**src/rtl/dac_regs_pkg.sv**
```systemverilog
package dac_regs_pkg;
  localparam int OFS_MODE   = 'h02;  // write: mode, read: commit codes
  localparam int OFS_RANGE  = 'h12;  // write: range word, read: commit ranges
  localparam int OFS_DATA0  = 'h14;  // first channel data, stride 2
  localparam int EN_BIT     = 1;
  localparam int BUF_BIT    = 0;
  localparam int BIP_LSB    = 4;
  localparam int GAIN_LSB   = 8;
endpackage

```
**src/rtl/dac_bus_decode.sv**
```systemverilog
module dac_bus_decode
  import dac_regs_pkg::*;
#(
  parameter int CH_N   = 4,
  parameter int ADDR_W = 6
) (
  input  logic              req_fire,
  input  logic              req_write,
  input  logic [ADDR_W-1:0] req_addr,
  output logic              mode_we,
  output logic              range_we,
  output logic [CH_N-1:0]   data_we,
  output logic              code_commit,
  output logic              range_commit
);
  logic wr_fire, rd_fire;
  assign wr_fire = req_fire && req_write;
  assign rd_fire = req_fire && !req_write;

  assign mode_we      = wr_fire && (req_addr == ADDR_W'(OFS_MODE));
  assign range_we     = wr_fire && (req_addr == ADDR_W'(OFS_RANGE));
  assign code_commit  = rd_fire && (req_addr == ADDR_W'(OFS_MODE));
  assign range_commit = rd_fire && (req_addr == ADDR_W'(OFS_RANGE));

  for (genvar k = 0; k < CH_N; k++) begin : g_dec
    assign data_we[k] = wr_fire && (req_addr == ADDR_W'(OFS_DATA0 + 2 * k));
  end
endmodule

```
**src/rtl/dac_channel_slot.sv**
```systemverilog
module dac_channel_slot #(
  parameter int CODE_W = 12
) (
  input  logic              clk,
  input  logic              rst_n,
  input  logic              enable,
  input  logic              direct,
  input  logic              wr,
  input  logic [CODE_W-1:0] wdata,
  input  logic              commit,
  output logic [CODE_W-1:0] active
);
  logic [CODE_W-1:0] shadow_q, active_q;

  always_ff @(posedge clk or negedge rst_n) begin
    if (!rst_n) begin
      shadow_q <= '0;
    end else if (wr) begin
      shadow_q <= wdata;
    end
  end

  always_ff @(posedge clk or negedge rst_n) begin
    if (!rst_n) begin
      active_q <= '0;
    end else if (!enable) begin
      active_q <= '0;
    end else if (commit) begin
      active_q <= shadow_q;
    end else if (wr && direct) begin
      active_q <= wdata;
    end
  end

  assign active = active_q;
endmodule

```
**src/rtl/dac_range_bank.sv**
```systemverilog
module dac_range_bank #(
  parameter int CH_N = 4
) (
  input  logic            clk,
  input  logic            rst_n,
  input  logic            enable,
  input  logic            wr,
  input  logic [CH_N-1:0] bip_field,
  input  logic [CH_N-1:0] gain_field,
  input  logic            commit,
  output logic [CH_N-1:0] bipolar,
  output logic [CH_N-1:0] gain
);
  logic [CH_N-1:0] sh_bip_q, sh_gain_q, act_bip_q, act_gain_q;

  always_ff @(posedge clk or negedge rst_n) begin
    if (!rst_n) begin
      sh_bip_q  <= '0;
      sh_gain_q <= '0;
    end else if (wr) begin
      sh_bip_q  <= bip_field;
      sh_gain_q <= gain_field;
    end
  end

  always_ff @(posedge clk or negedge rst_n) begin
    if (!rst_n) begin
      act_bip_q  <= '0;
      act_gain_q <= '0;
    end else if (!enable) begin
      act_bip_q  <= '0;
      act_gain_q <= '0;
    end else if (commit) begin
      act_bip_q  <= sh_bip_q;
      act_gain_q <= sh_gain_q;
    end
  end

  // The field's most significant bit belongs to the first channel
  for (genvar k = 0; k < CH_N; k++) begin : g_map
    assign bipolar[k] = enable && act_bip_q[CH_N-1-k];
    assign gain[k]    = enable && act_gain_q[CH_N-1-k];
  end
endmodule

```
**src/rtl/dac_dbuf_bank.sv**
```systemverilog
module dac_dbuf_bank
  import dac_regs_pkg::*;
#(
  parameter int CH_N   = 4,
  parameter int CODE_W = 12,
  parameter int ADDR_W = 6,
  parameter int DATA_W = 16
) (
  input  logic                   clk,
  input  logic                   rst_n,
  input  logic                   bus_valid,
  output logic                   bus_ready,
  input  logic                   bus_write,
  input  logic [ADDR_W-1:0]      bus_addr,
  input  logic [DATA_W-1:0]      bus_wdata,
  output logic                   dac_en,
  output logic [CH_N*CODE_W-1:0] dac_code,
  output logic [CH_N-1:0]        dac_bipolar,
  output logic [CH_N-1:0]        dac_gain
);
  logic            ready_q, en_q, buf_mode;
  logic            mode_we, range_we, code_commit, range_commit;
  logic [CH_N-1:0] data_we;
  logic            unused_hi;

  assign unused_hi = ^bus_wdata[DATA_W-1:CODE_W];

  always_ff @(posedge clk or negedge rst_n) begin
    if (!rst_n) ready_q <= 1'b0;
    else        ready_q <= 1'b1;
  end
  assign bus_ready = ready_q;

  dac_bus_decode #(.CH_N(CH_N), .ADDR_W(ADDR_W)) dec_i (
    .req_fire     (bus_valid && ready_q),
    .req_write    (bus_write),
    .req_addr     (bus_addr),
    .mode_we      (mode_we),
    .range_we     (range_we),
    .data_we      (data_we),
    .code_commit  (code_commit),
    .range_commit (range_commit)
  );

  always_ff @(posedge clk or negedge rst_n) begin
    if (!rst_n) begin
      en_q     <= 1'b0;
      buf_mode <= 1'b0;
    end else if (mode_we) begin
      en_q     <= bus_wdata[EN_BIT];
      buf_mode <= bus_wdata[BUF_BIT];
    end
  end
  assign dac_en = en_q;

  for (genvar k = 0; k < CH_N; k++) begin : g_ch
    logic [CODE_W-1:0] act;
    dac_channel_slot #(.CODE_W(CODE_W)) slot_i (
      .clk    (clk),
      .rst_n  (rst_n),
      .enable (en_q),
      .direct (!buf_mode),
      .wr     (data_we[k]),
      .wdata  (bus_wdata[CODE_W-1:0]),
      .commit (code_commit),
      .active (act)
    );
    assign dac_code[k*CODE_W +: CODE_W] = en_q ? act : '0;
  end

  dac_range_bank #(.CH_N(CH_N)) rng_i (
    .clk        (clk),
    .rst_n      (rst_n),
    .enable     (en_q),
    .wr         (range_we),
    .bip_field  (bus_wdata[BIP_LSB +: CH_N]),
    .gain_field (bus_wdata[GAIN_LSB +: CH_N]),
    .commit     (range_commit),
    .bipolar    (dac_bipolar),
    .gain       (dac_gain)
  );
endmodule

```
**config.mk**
```make
export PLATFORM = sky130hd
export DESIGN_NAME = dac_dbuf_bank
export DESIGN_NICKNAME = d
export VERILOG_FILES = /design/src/rtl/dac_regs_pkg.sv /design/src/rtl/dac_bus_decode.sv /design/src/rtl/dac_channel_slot.sv /design/src/rtl/dac_range_bank.sv /design/src/rtl/dac_dbuf_bank.sv
export SDC_FILE = /design/constraint.sdc
export NUM_CORES = 1
export LEC_CHECK = 0
export BUFFER_PORTS_ARGS = -buffer_cell sky130_fd_sc_hd__buf_2
export CAP_MARGIN = 20
export CORE_MARGIN = 1.5
export CORE_UTILIZATION = 55
export CTS_CLUSTER_DIAMETER = 120
export DETAILED_ROUTE_END_ITERATION = 8
export PLACE_DENSITY = 0.77
export REMOVE_ABC_BUFFERS = 1
export SYNTH_ARGS = -nofsm -noshare
export SYNTH_HDL_FRONTEND = slang
export SYNTH_SLANG_ARGS = --single-unit
```
**constraint.sdc**
```tcl
create_clock -name clk -period 1.99 [get_ports clk]
set_input_delay 0.199 -clock clk [delete_from_list [all_inputs] [get_ports clk]]
set_output_delay 0.199 -clock clk [all_outputs]
set_load 0.02 [all_outputs]
```
==> results.yml, run 1 <==
run_status:
  status: "completed"
power:
  powerDensity_nw_per_um2: 807
  peakVddDrop_mv: 0.521
  intPower_mw: 4.46
  clock_power_share: 0.505
  p_comb_frac: 0.080
  pwr-share-seq: 0.416
  power_mw: 5.86
  p_sw_frac: 0.239
  p_sw_mw: 1.40
  p_leak_nw: 3.13
worst_setup_path:
  rr_endpoint: "g_ch[1].slot_i.active[3]"
  critPathCapture: "g_ch[1].slot_i.active[3]"
  critPathLaunchType: "register"
  cp-end-kind: "register"
  worstPathArrival_ns: 2.28
  regToRegSetupSlack_ns: 0.09
  cp-startpoint: "buf_mode"
  cp_max_fo: 24
  reg2regPathDepth: 4
  required_ns: 2.37
  reg2reg_from: "buf_mode"
  critPathKind: "register to register"
route:
  drt_pass1_iterations: 6
  drtIter0Drc: 548
  finalWirelength_mm: 17.3
  vias_per_cell: 6.96
  wl_per_cell_um: 22.6
  vias: 5328
  drc: 0
  ant_nets: 0
placed_design:
  post-place-ws_ns: 0.0401
  place.gp.congestion: 0.834
  dp_hpwl_mm: 10.1
  placed_area_um2: 6630
  place_inst: 731
  port-buffer-count: 79
global_routing:
  first_global_vias: 5394
  grt_max_degree: 50
  gr-usage-all-layers: 0.317
  grt_pass1_wl_mm: 27.8
  grt-ovfl-total: 0
  antenna_found_initial: 0
logic_synthesis:
  yosys_warnings: 0
  synth_top_area_frac: 0.482
  netlist_area_um2: 5970
  yosys-top-cells-area: "dfrtp_1 48%, mux2_2 11%, o31ai_1 7.0%"
  synth_most_common_cell: "dfrtp_1"
  async_reset_ff_frac: 1.00
  yosys.area.top_type: "dfrtp_1"
  synth_enable_flop_cells: 0
  ys_seq_elements: 115
  yosysSeqAreaShare: 0.482
  netlist_top_cells_count: "115 x dfrtp_1, 67 x clkbuf_1, 58 x nand4_1, 57 x mux2_2"
  synthFlopType: "dfrtp_1"
  synth_area_per_cell_um2: 10.7
  synthCells: 557
  ys_types: 30
timing:
  finalCritPeriodShare: 0.956
  drv_slew: 0
  period_minus_slack_ns: 1.90
  tns_ns: 0
  setup_violations: 0
  finalHoldViolCount: 0
  worstMarginPinSlew_ns: 0.672
  fin_skew_ns: 0.00730
  rsz0062_at_grt: "no"
  slew_headroom: 0.552
  timing.final.ws_setup_ns: 0.0884
  hold_ws_ns: 0.0186
  max_freq_mhz: 526
floorplanning:
  die_area_um2: 11500
  num_rows: 37
  ioPinCount: 84
  initial_core_util: 0.573
  die_width_um: 107
  die_y_um: 107
  core_um2: 10400
cts:
  clock_path_buffers: 2
  insertion_delay_ns: 0.52
  cts_sinks: 115
  cts_root_buf: "clkbuf_8"
  cts_tree: "built"
  cts.clk_slew.worst_paths_ns: 0.06
  htreeDepth: 4
  cts_buffers: 17
final_layout:
  final_nets: 643
  fin_area_um2: 7260
  nFillCells: 774
  syn2layout_area_growth_pct: 21.6
  antenna_cells: 0
  drive_gt1_frac: 0.356
  post-route-util: 0.697
  final-instance-count-excl-fill: 766
job:
  max_cap_violations: 0
hold_path:
  hold_path_class: "input pin to register"
[flip-flops by register name, indices dropped and copies added, names as in the netlist]
name                  cells
rng_i.sh_bip_q            4
rng_i.act_gain_q          4
rng_i.act_bip_q           4
bus_ready                 1
dac_en                    1
g_ch.slot_i.active       48
rng_i.sh_gain_q           4
buf_mode                  1
g_ch.slot_i.shadow_q     48
[worst min path at each step]
stage                 start                        to  slack [ns]  cells past startpoint
3_3_place_gp          rst_n  g_ch[0].slot_i.active[9]        0.27                      1
4_1_cts        bus_wdata[3]  g_ch[3].slot_i.active[3]       0.003                      3
5_1_grt        bus_wdata[3]  g_ch[3].slot_i.active[3]       0.003                      3
3_5_place_dp          rst_n  g_ch[0].slot_i.active[9]        0.28                      1
6_report       bus_wdata[3]  g_ch[2].slot_i.active[3]        0.02                      3
2_1_floorplan         rst_n                  buf_mode        -0.1                      0
[timing repair]
action | 4_1_cts | 5_1_grt
resized for setup | 0 | 5
endpoints found under the setup margin | 0 | 35
buffers inserted | 0 | 1
hold buffers | 2 | 0
hold endpoints to repair | 49 | 0
[placed cells by master (no fill, tap or decap), types with 2 or more instances in the layout]
cell and n:
clkbuf_1 2, a21boi_0 8, dfrtp_1 114, buf_12 7, nor2b_1 3, buf_2 78, clkbuf_8 5, mux2_2 57
clkbuf_16 16, and2_1 56, o41ai_1 47, dlygate4sd3_1 2, clkinv_2 4, buf_4 40, nor3_1 4, a31oi_2 2
nand2b_1 3, bufinv_16 2, nand4_1 58, a31oi_1 46, o31ai_1 56, clkinvlp_4 3
[logic make-up (layout without fill, tap and decap cells)]
family                 count (synthesis)  count (layout)  synth area share
AOI/OAI and AO/OA                    160             160             0.201
muxes                                 58              58             0.109
buffers and inverters                 86             159            0.0587
and+or+nand+nor                      137             137             0.149
DFF                                  115             115             0.482
other                                  1               1          0.000628
[worst max-delay path, cell delays in order, from the launching register on]
cell	delay (ns)
dfrtp_1	0.43
or4b_2	0.63
buf_4	0.28
o31ai_1	0.30
a31oi_2	0.13
[area by class of cell]
cell class / instances / area (µm²) / share of cell area
flip-flops and latches: 115 / 2880 / 0.397
well taps: 136 / 170 / 0.0234
repair buffers: 127 / 851 / 0.117
clock buffers: 23 / 477 / 0.0656
multi-input cells: 356 / 2780 / 0.383
clock inverters: 9 / 103 / 0.0141
[layer usage]
metal / wire length [µm] / global-route usage
met1: 7150 / 0.416
met2: 8230 / 0.487
met3: 1520 / 0.0748
met4: 441 / 0.168
met5: 0 / 0
[power by group through the flow]
stage,Clock (mW),Sequential (mW),Combinational (mW)
global placement,0,2.47,0.435
global route,3.11,2.44,0.495
detailed placement,0,2.47,0.448
floorplan,0,2.48,0.181
CTS,2.99,2.43,0.455
finish,2.96,2.44,0.466
No activity file was read; power rests on OpenSTA's default activity.
==> run 2, diff against run 1 <==
==> constraint.sdc (replaced) <==
create_clock -name clk -period 2.38 [get_ports clk]
set_input_delay 0.238 -clock clk [delete_from_list [all_inputs] [get_ports clk]]
set_output_delay 0.238 -clock clk [all_outputs]
set_load 0.02 [all_outputs]
==> run 2 against run 1 <==
Critical endpoint is now g_ch[2].slot_i.active[6]. Largest cell class unchanged. Die area stayed put. Utilization shrank 2.0 points. Sequential share of layout area increased by 1.1 points. Highest routed layer unchanged. Critical path type unchanged. Count of clock-buffer cells in the layout shrank 4. Worst hold slack better by 0.039 ns.
==> results.yml, run 2 (synthesis results as in run 1) <==
timing:
  max_freq_mhz: 456
  setup_violations: 0
  tns_ns: 0
  period_minus_slack_ns: 2.19
  slew_headroom: 0.293
  drv_slew: 0
  worstMarginPinSlew_ns: 1.06
  rsz0062_at_grt: "no"
  fin_skew_ns: 0.00765
  hold_ws_ns: 0.0579
  finalCritPeriodShare: 0.922
  finalHoldViolCount: 0
  timing.final.ws_setup_ns: 0.186
final_layout:
  final_common_cell: "dfrtp_1"
  antenna_cells: 0
  post-route-util: 0.677
  syn2layout_area_growth_pct: 18.1
  layout_common_cells: "114 x dfrtp_1, 78 x buf_2, 58 x nand4_1"
  final_nets: 629
  drive_gt1_frac: 0.341
floorplanning:
  die_area_um2: 11500
  die_y_um: 107
  die_width_um: 107
  core_um2: 10400
  ioPinCount: 84
  num_rows: 37
  initial_core_util: 0.573
global_routing:
  gr-usage-all-layers: 0.307
  grt_pass1_wl_mm: 27.1
  first_global_vias: 5258
  antenna_found_initial: 0
  grt_max_degree: 52
  grt-ovfl-total: 0
cts:
  clock_path_buffers: 2
  cts.clk_slew.worst_paths_ns: 0.06
  cts_buffers: 17
  htreeDepth: 4
  cts_setup_buffers: 0
  cts_root_buf: "clkbuf_8"
  cts_sinks: 115
  insertion_delay_ns: 0.51
  cts_tree: "built"
power:
  powerDensity_nw_per_um2: 669
  p_leak_nw: 3.03
  peakVddDrop_mv: 0.397
worst_setup_path:
  worstPathArrival_ns: 2.54
  slowest_delay_ns: 0.67
  cp_num_buf_inv: 1
  crit_family: "simple AND/OR/NAND/NOR gates"
  cpMaxStageDelayCell: "or4bb_2"
  cp_max_fo: 48
  cp-end-kind: "register"
  crit_chain: "or4bb_2 > buf_4 > o41ai_1 > a31oi_1"
  required_ns: 2.73
  regToRegSetupSlack_ns: 0.19
  critPathKind: "register to register"
  critPathLaunchType: "register"
route:
  wl_per_cell_um: 22.0
  vias_per_cell: 6.95
  drt_pass1_iterations: 6
  finalWirelength_mm: 16.6
  drc: 0
  drtIter0Drc: 451
  ant_nets: 0
  vias: 5227
placed_design:
  port-buffer-count: 79
  dp_hpwl_mm: 9.76
  post-place-ws_ns: 0.252
  place.gp.congestion: 0.768
job:
  max_cap_violations: 0
run_status:
  status: "completed"
hold_path:
  hold_path_class: "input pin to register"
run 2: final cells by class:
class,count,area (µm²)
fillers,757,3360
flip-flops and latches,115,2880
multi-input cells,356,2760
repair buffers,113,693
clock buffers,19,442
well taps,136,170
clock inverters,13,111
run 2: final timing paths:
| path | start | endpoint | depth (start not counted) |
|---|---|---|---|
| worst max register to register | bus_ready | g_ch[2].slot_i.active[6] | 4 |
| max in group asynchronous | rst_n | g_ch[3].slot_i.active[6] | 3 |
| worst min register to register | g_ch[3].slot_i.shadow_q[3] | g_ch[3].slot_i.shadow_q[3] | 1 |
| worst max-delay path | bus_ready | g_ch[2].slot_i.active[6] | 4 |
| min in group asynchronous | rst_n | g_ch[1].slot_i.shadow_q[8] | 2 |
| worst min-delay path | bus_wdata[3] | g_ch[3].slot_i.shadow_q[3] | 2 |
run 2: power by group:
part / switching (mW) / leakage [nW] / internal, mW
logic: 0.250 / 1.17 / 0.110
registers: 0.0308 / 1.59 / 2.00
clock network: 0.895 / 0.265 / 1.43
total: 1.18 / 3.03 / 3.54
run 2: routing by layer:
metal  share of wire  vias to the layer above  track usage
met2            0.49                      315        0.484
met1            0.40                     2594        0.401
li1                -                     2287            -
met5               0                        -            0
met4           0.021                        0        0.123
met3           0.094                       31       0.0839
run 2: stage by stage:
stage / instances / power (mW) / cell area [µm²]
after floorplan: 471 / 2.22 / 5620
after global placement: 719 / 2.40 / 6490
after detailed placement: 719 / 2.42 / 6490
after CTS: 752 / 4.74 / 7050
after global routing: 752 / 4.88 / 7050
final: 752 / 4.72 / 7050
run 2: what timing repair did:
item,CTS,global route
gates resized for setup,0,0
hold endpoints to repair,42,0
hold buffers,1,0
setup endpoints to repair,0,0
==> run 3, diff against run 2 <==
--- a/config.mk
+++ b/config.mk
@@ -15,4 +15,5 @@
 export REMOVE_ABC_BUFFERS = 1
 export SYNTH_ARGS = -nofsm -noshare
 export SYNTH_HDL_FRONTEND = slang
+export SYNTH_HIERARCHICAL = 1
 export SYNTH_SLANG_ARGS = --single-unit
==> run 3 against run 2 <==
Utilization is 1.5 points higher. Clock power increased by 14%. Power up 6.2%. Routed wire length fell by 29%. Non-clock buffer count shrank 15. Final area fell by 2.7%.
==> results.yml, run 3 <==
run_status:
  status: "completed"
global_routing:
  use_met2: 0.372
  met3_usage: 0.0792
  grt_max_degree: 54
  gr-usage-all-layers: 0.233
  grt_pass1_wl_mm: 19.5
  first_global_vias: 3764
  antenna_found_initial: 0
  grt-ovfl-total: 0
  grt.busiest_layer: "met2"
  grt_use_met1: 0.304
route:
  wl_per_cell_um: 17.3
  drc: 0
  ant_nets: 0
  drtIter0Drc: 180
  finalWirelength_mm: 11.8
  vias: 3621
  drt_pass1_iterations: 5
  vias_per_cell: 5.33
logic_synthesis:
  netlist_area_um2: 5690
  synthFlopType: "dfrtp_1"
  ys_seq_elements: 115
  yosys.area.top_type: "dfrtp_1"
  synth_area_per_cell_um2: 12.8
  synth_enable_flop_cells: 0
  yosys_warnings: 6
  ys_types: 21
  yosys-top-cells-area: "dfrtp_1 51%, mux2_2 19%, mux2i_1 9.9%"
  synth_most_common_cell: "dfrtp_1"
  async_reset_ff_frac: 1.00
  yosysSeqAreaShare: 0.506
  synth_top_area_frac: 0.506
  netlist_top_cells_count: "115 x dfrtp_1, 98 x mux2_2, 56 x mux2i_1, 51 x nor2_1, 42 x and2_1"
  synthCells: 444
timing:
  setup_violations: 0
  tns_ns: 0
  rsz0062_at_grt: "no"
  max_freq_mhz: 445
  timing.final.ws_setup_ns: 0.131
  finalHoldViolCount: 0
  finalCritPeriodShare: 0.945
  worstMarginPinSlew_ns: 0.700
  period_minus_slack_ns: 2.25
  slew_headroom: 0.532
  fin_skew_ns: 0.00676
  drv_slew: 0
final_layout:
  drive_gt1_frac: 0.474
  post-route-util: 0.693
  final_common_cell: "dfrtp_1"
  layout_common_cells: "115 x dfrtp_1, 98 x mux2_2, 78 x buf_2"
  syn2layout_area_growth_pct: 20.7
  antenna_cells: 0
  fin_area_um2: 6860
  final-instance-count-excl-fill: 679
  final_nets: 559
power:
  clock_power_share: 0.528
  powerDensity_nw_per_um2: 730
  p_leak_nw: 3.33
  intPower_mw: 3.90
  peakVddDrop_mv: 0.536
  pwr-share-seq: 0.412
  p_comb_frac: 0.060
  p_sw_frac: 0.221
  p_sw_mw: 1.11
floorplanning:
  die_width_um: 105
  die_area_um2: 11000
  die_y_um: 105
  ioPinCount: 84
  num_rows: 36
  initial_core_util: 0.574
  core_um2: 9910
cts:
  cts_setup_buffers: 0
  insertion_delay_ns: 0.51
  cts_sinks: 115
  cts_root_buf: "clkbuf_8"
  post_cts_resize_count: 0
  clock_path_buffers: 2
  cts_buffers: 17
  cts.clk_slew.worst_paths_ns: 0.06
  holdBufCountCts: 1
  htreeDepth: 4
  cts_tree: "built"
hold_path:
  hold_path_class: "input pin to register"
job:
  max_cap_violations: 0
worst_setup_path:
  cp_max_fo: 28
  critPathLaunchType: "register"
  required_ns: 2.77
  cp-end-kind: "register"
  worstPathArrival_ns: 2.64
  critPathKind: "register to register"
placed_design:
  placed_area_um2: 6230
  port-buffer-count: 79
  dp_hpwl_mm: 7.43
  post-place-ws_ns: 0.117
  place_inst: 646
  place.gp.congestion: 0.784
==> run 3: cell count changes after synthesis, sizes merged, moves of 4 or more <==
cell    previous run  this run
nor4               1         5
o41ai             48         0
inv                0         5
a21boi             8         0
nor2b              3         8
nor2               0        51
mux2              58       106
nand4             58         0
clkbuf            67         8
mux2i              0        56
a31oi             48         0
nor3               4         0
o31ai             56         0
a211oi             0         4
==> run 3: cell type report <==
cell class | instances | area, µm²
clock buffers | 19 | 442
clock inverters | 13 | 183
fillers | 732 | 3050
inverters | 5 | 18.8
multi-input cells | 296 | 2610
flip-flops and latches | 115 | 2880
well taps | 133 | 166
repair buffers | 98 | 568
==> run 3: final timing paths <==
check	endpoint	startpoint	depth (start not counted)	slack (ns)
max	g_ch[3].slot_i/active[1]	bus_ready	6	0.13
min	g_ch[1].slot_i/shadow_q[2]	bus_wdata[2]	2	0.14
max reg2reg	g_ch[3].slot_i/active[1]	bus_ready	6	0.13
min reg2reg	g_ch[0].slot_i/active[2]	g_ch[0].slot_i/active[2]	1	0.50
max in group asynchronous	g_ch[1].slot_i/active[5]	rst_n	3	1.37
min in group asynchronous	rng_i/act_bip_q[0]	rst_n	2	0.30
==> run 3: per-stage QoR <==
step,hold slack (ns),power [mW]
6_report,0.139,5.01
4_1_cts,0.113,5.06
3_5_place_dp,0.318,2.39
2_1_floorplan,-0.0576,2.24
3_3_place_gp,0.307,2.38
5_1_grt,0.0965,5.20
==> run 3: kinds of logic (layout without fill, tap and decap cells) <==
kind of cell | after synthesis | after routing | share of synthesized area
mux | 162 | 162 | 0.314
simple gates | 129 | 129 | 0.125
other cells | 1 | 1 | 0.000659
buf+inv | 33 | 135 | 0.0411
compound gates | 4 | 4 | 0.0141
flops | 115 | 115 | 0.506
==> run 3: critical path, cell delays in order, from the launching register on <==
cell and delay [ns]:
dfrtp_1 0.37, and2_1 0.16, nand4bb_1 0.30, nor2_4 0.10, buf_12 0.20, a211oi_4 0.58
mux2_2 0.41
==> run 3: power by group through the flow <==
stage,clock [mW],combinational [mW],sequential (mW)
2_1_floorplan,0,0.151,2.09
3_3_place_gp,0,0.290,2.09
5_1_grt,2.79,0.332,2.07
4_1_cts,2.69,0.305,2.06
6_report,2.65,0.300,2.06
3_5_place_dp,0,0.299,2.10
==> run 3: metal layers <==
metal  part of all wire  vias up  wire [µm]
li1                   -     1694          -
met3              0.069        7        807
met2               0.50       99       5830
met4             0.0082        0         97
met1               0.43     1821       5020
met5                  0        -          0
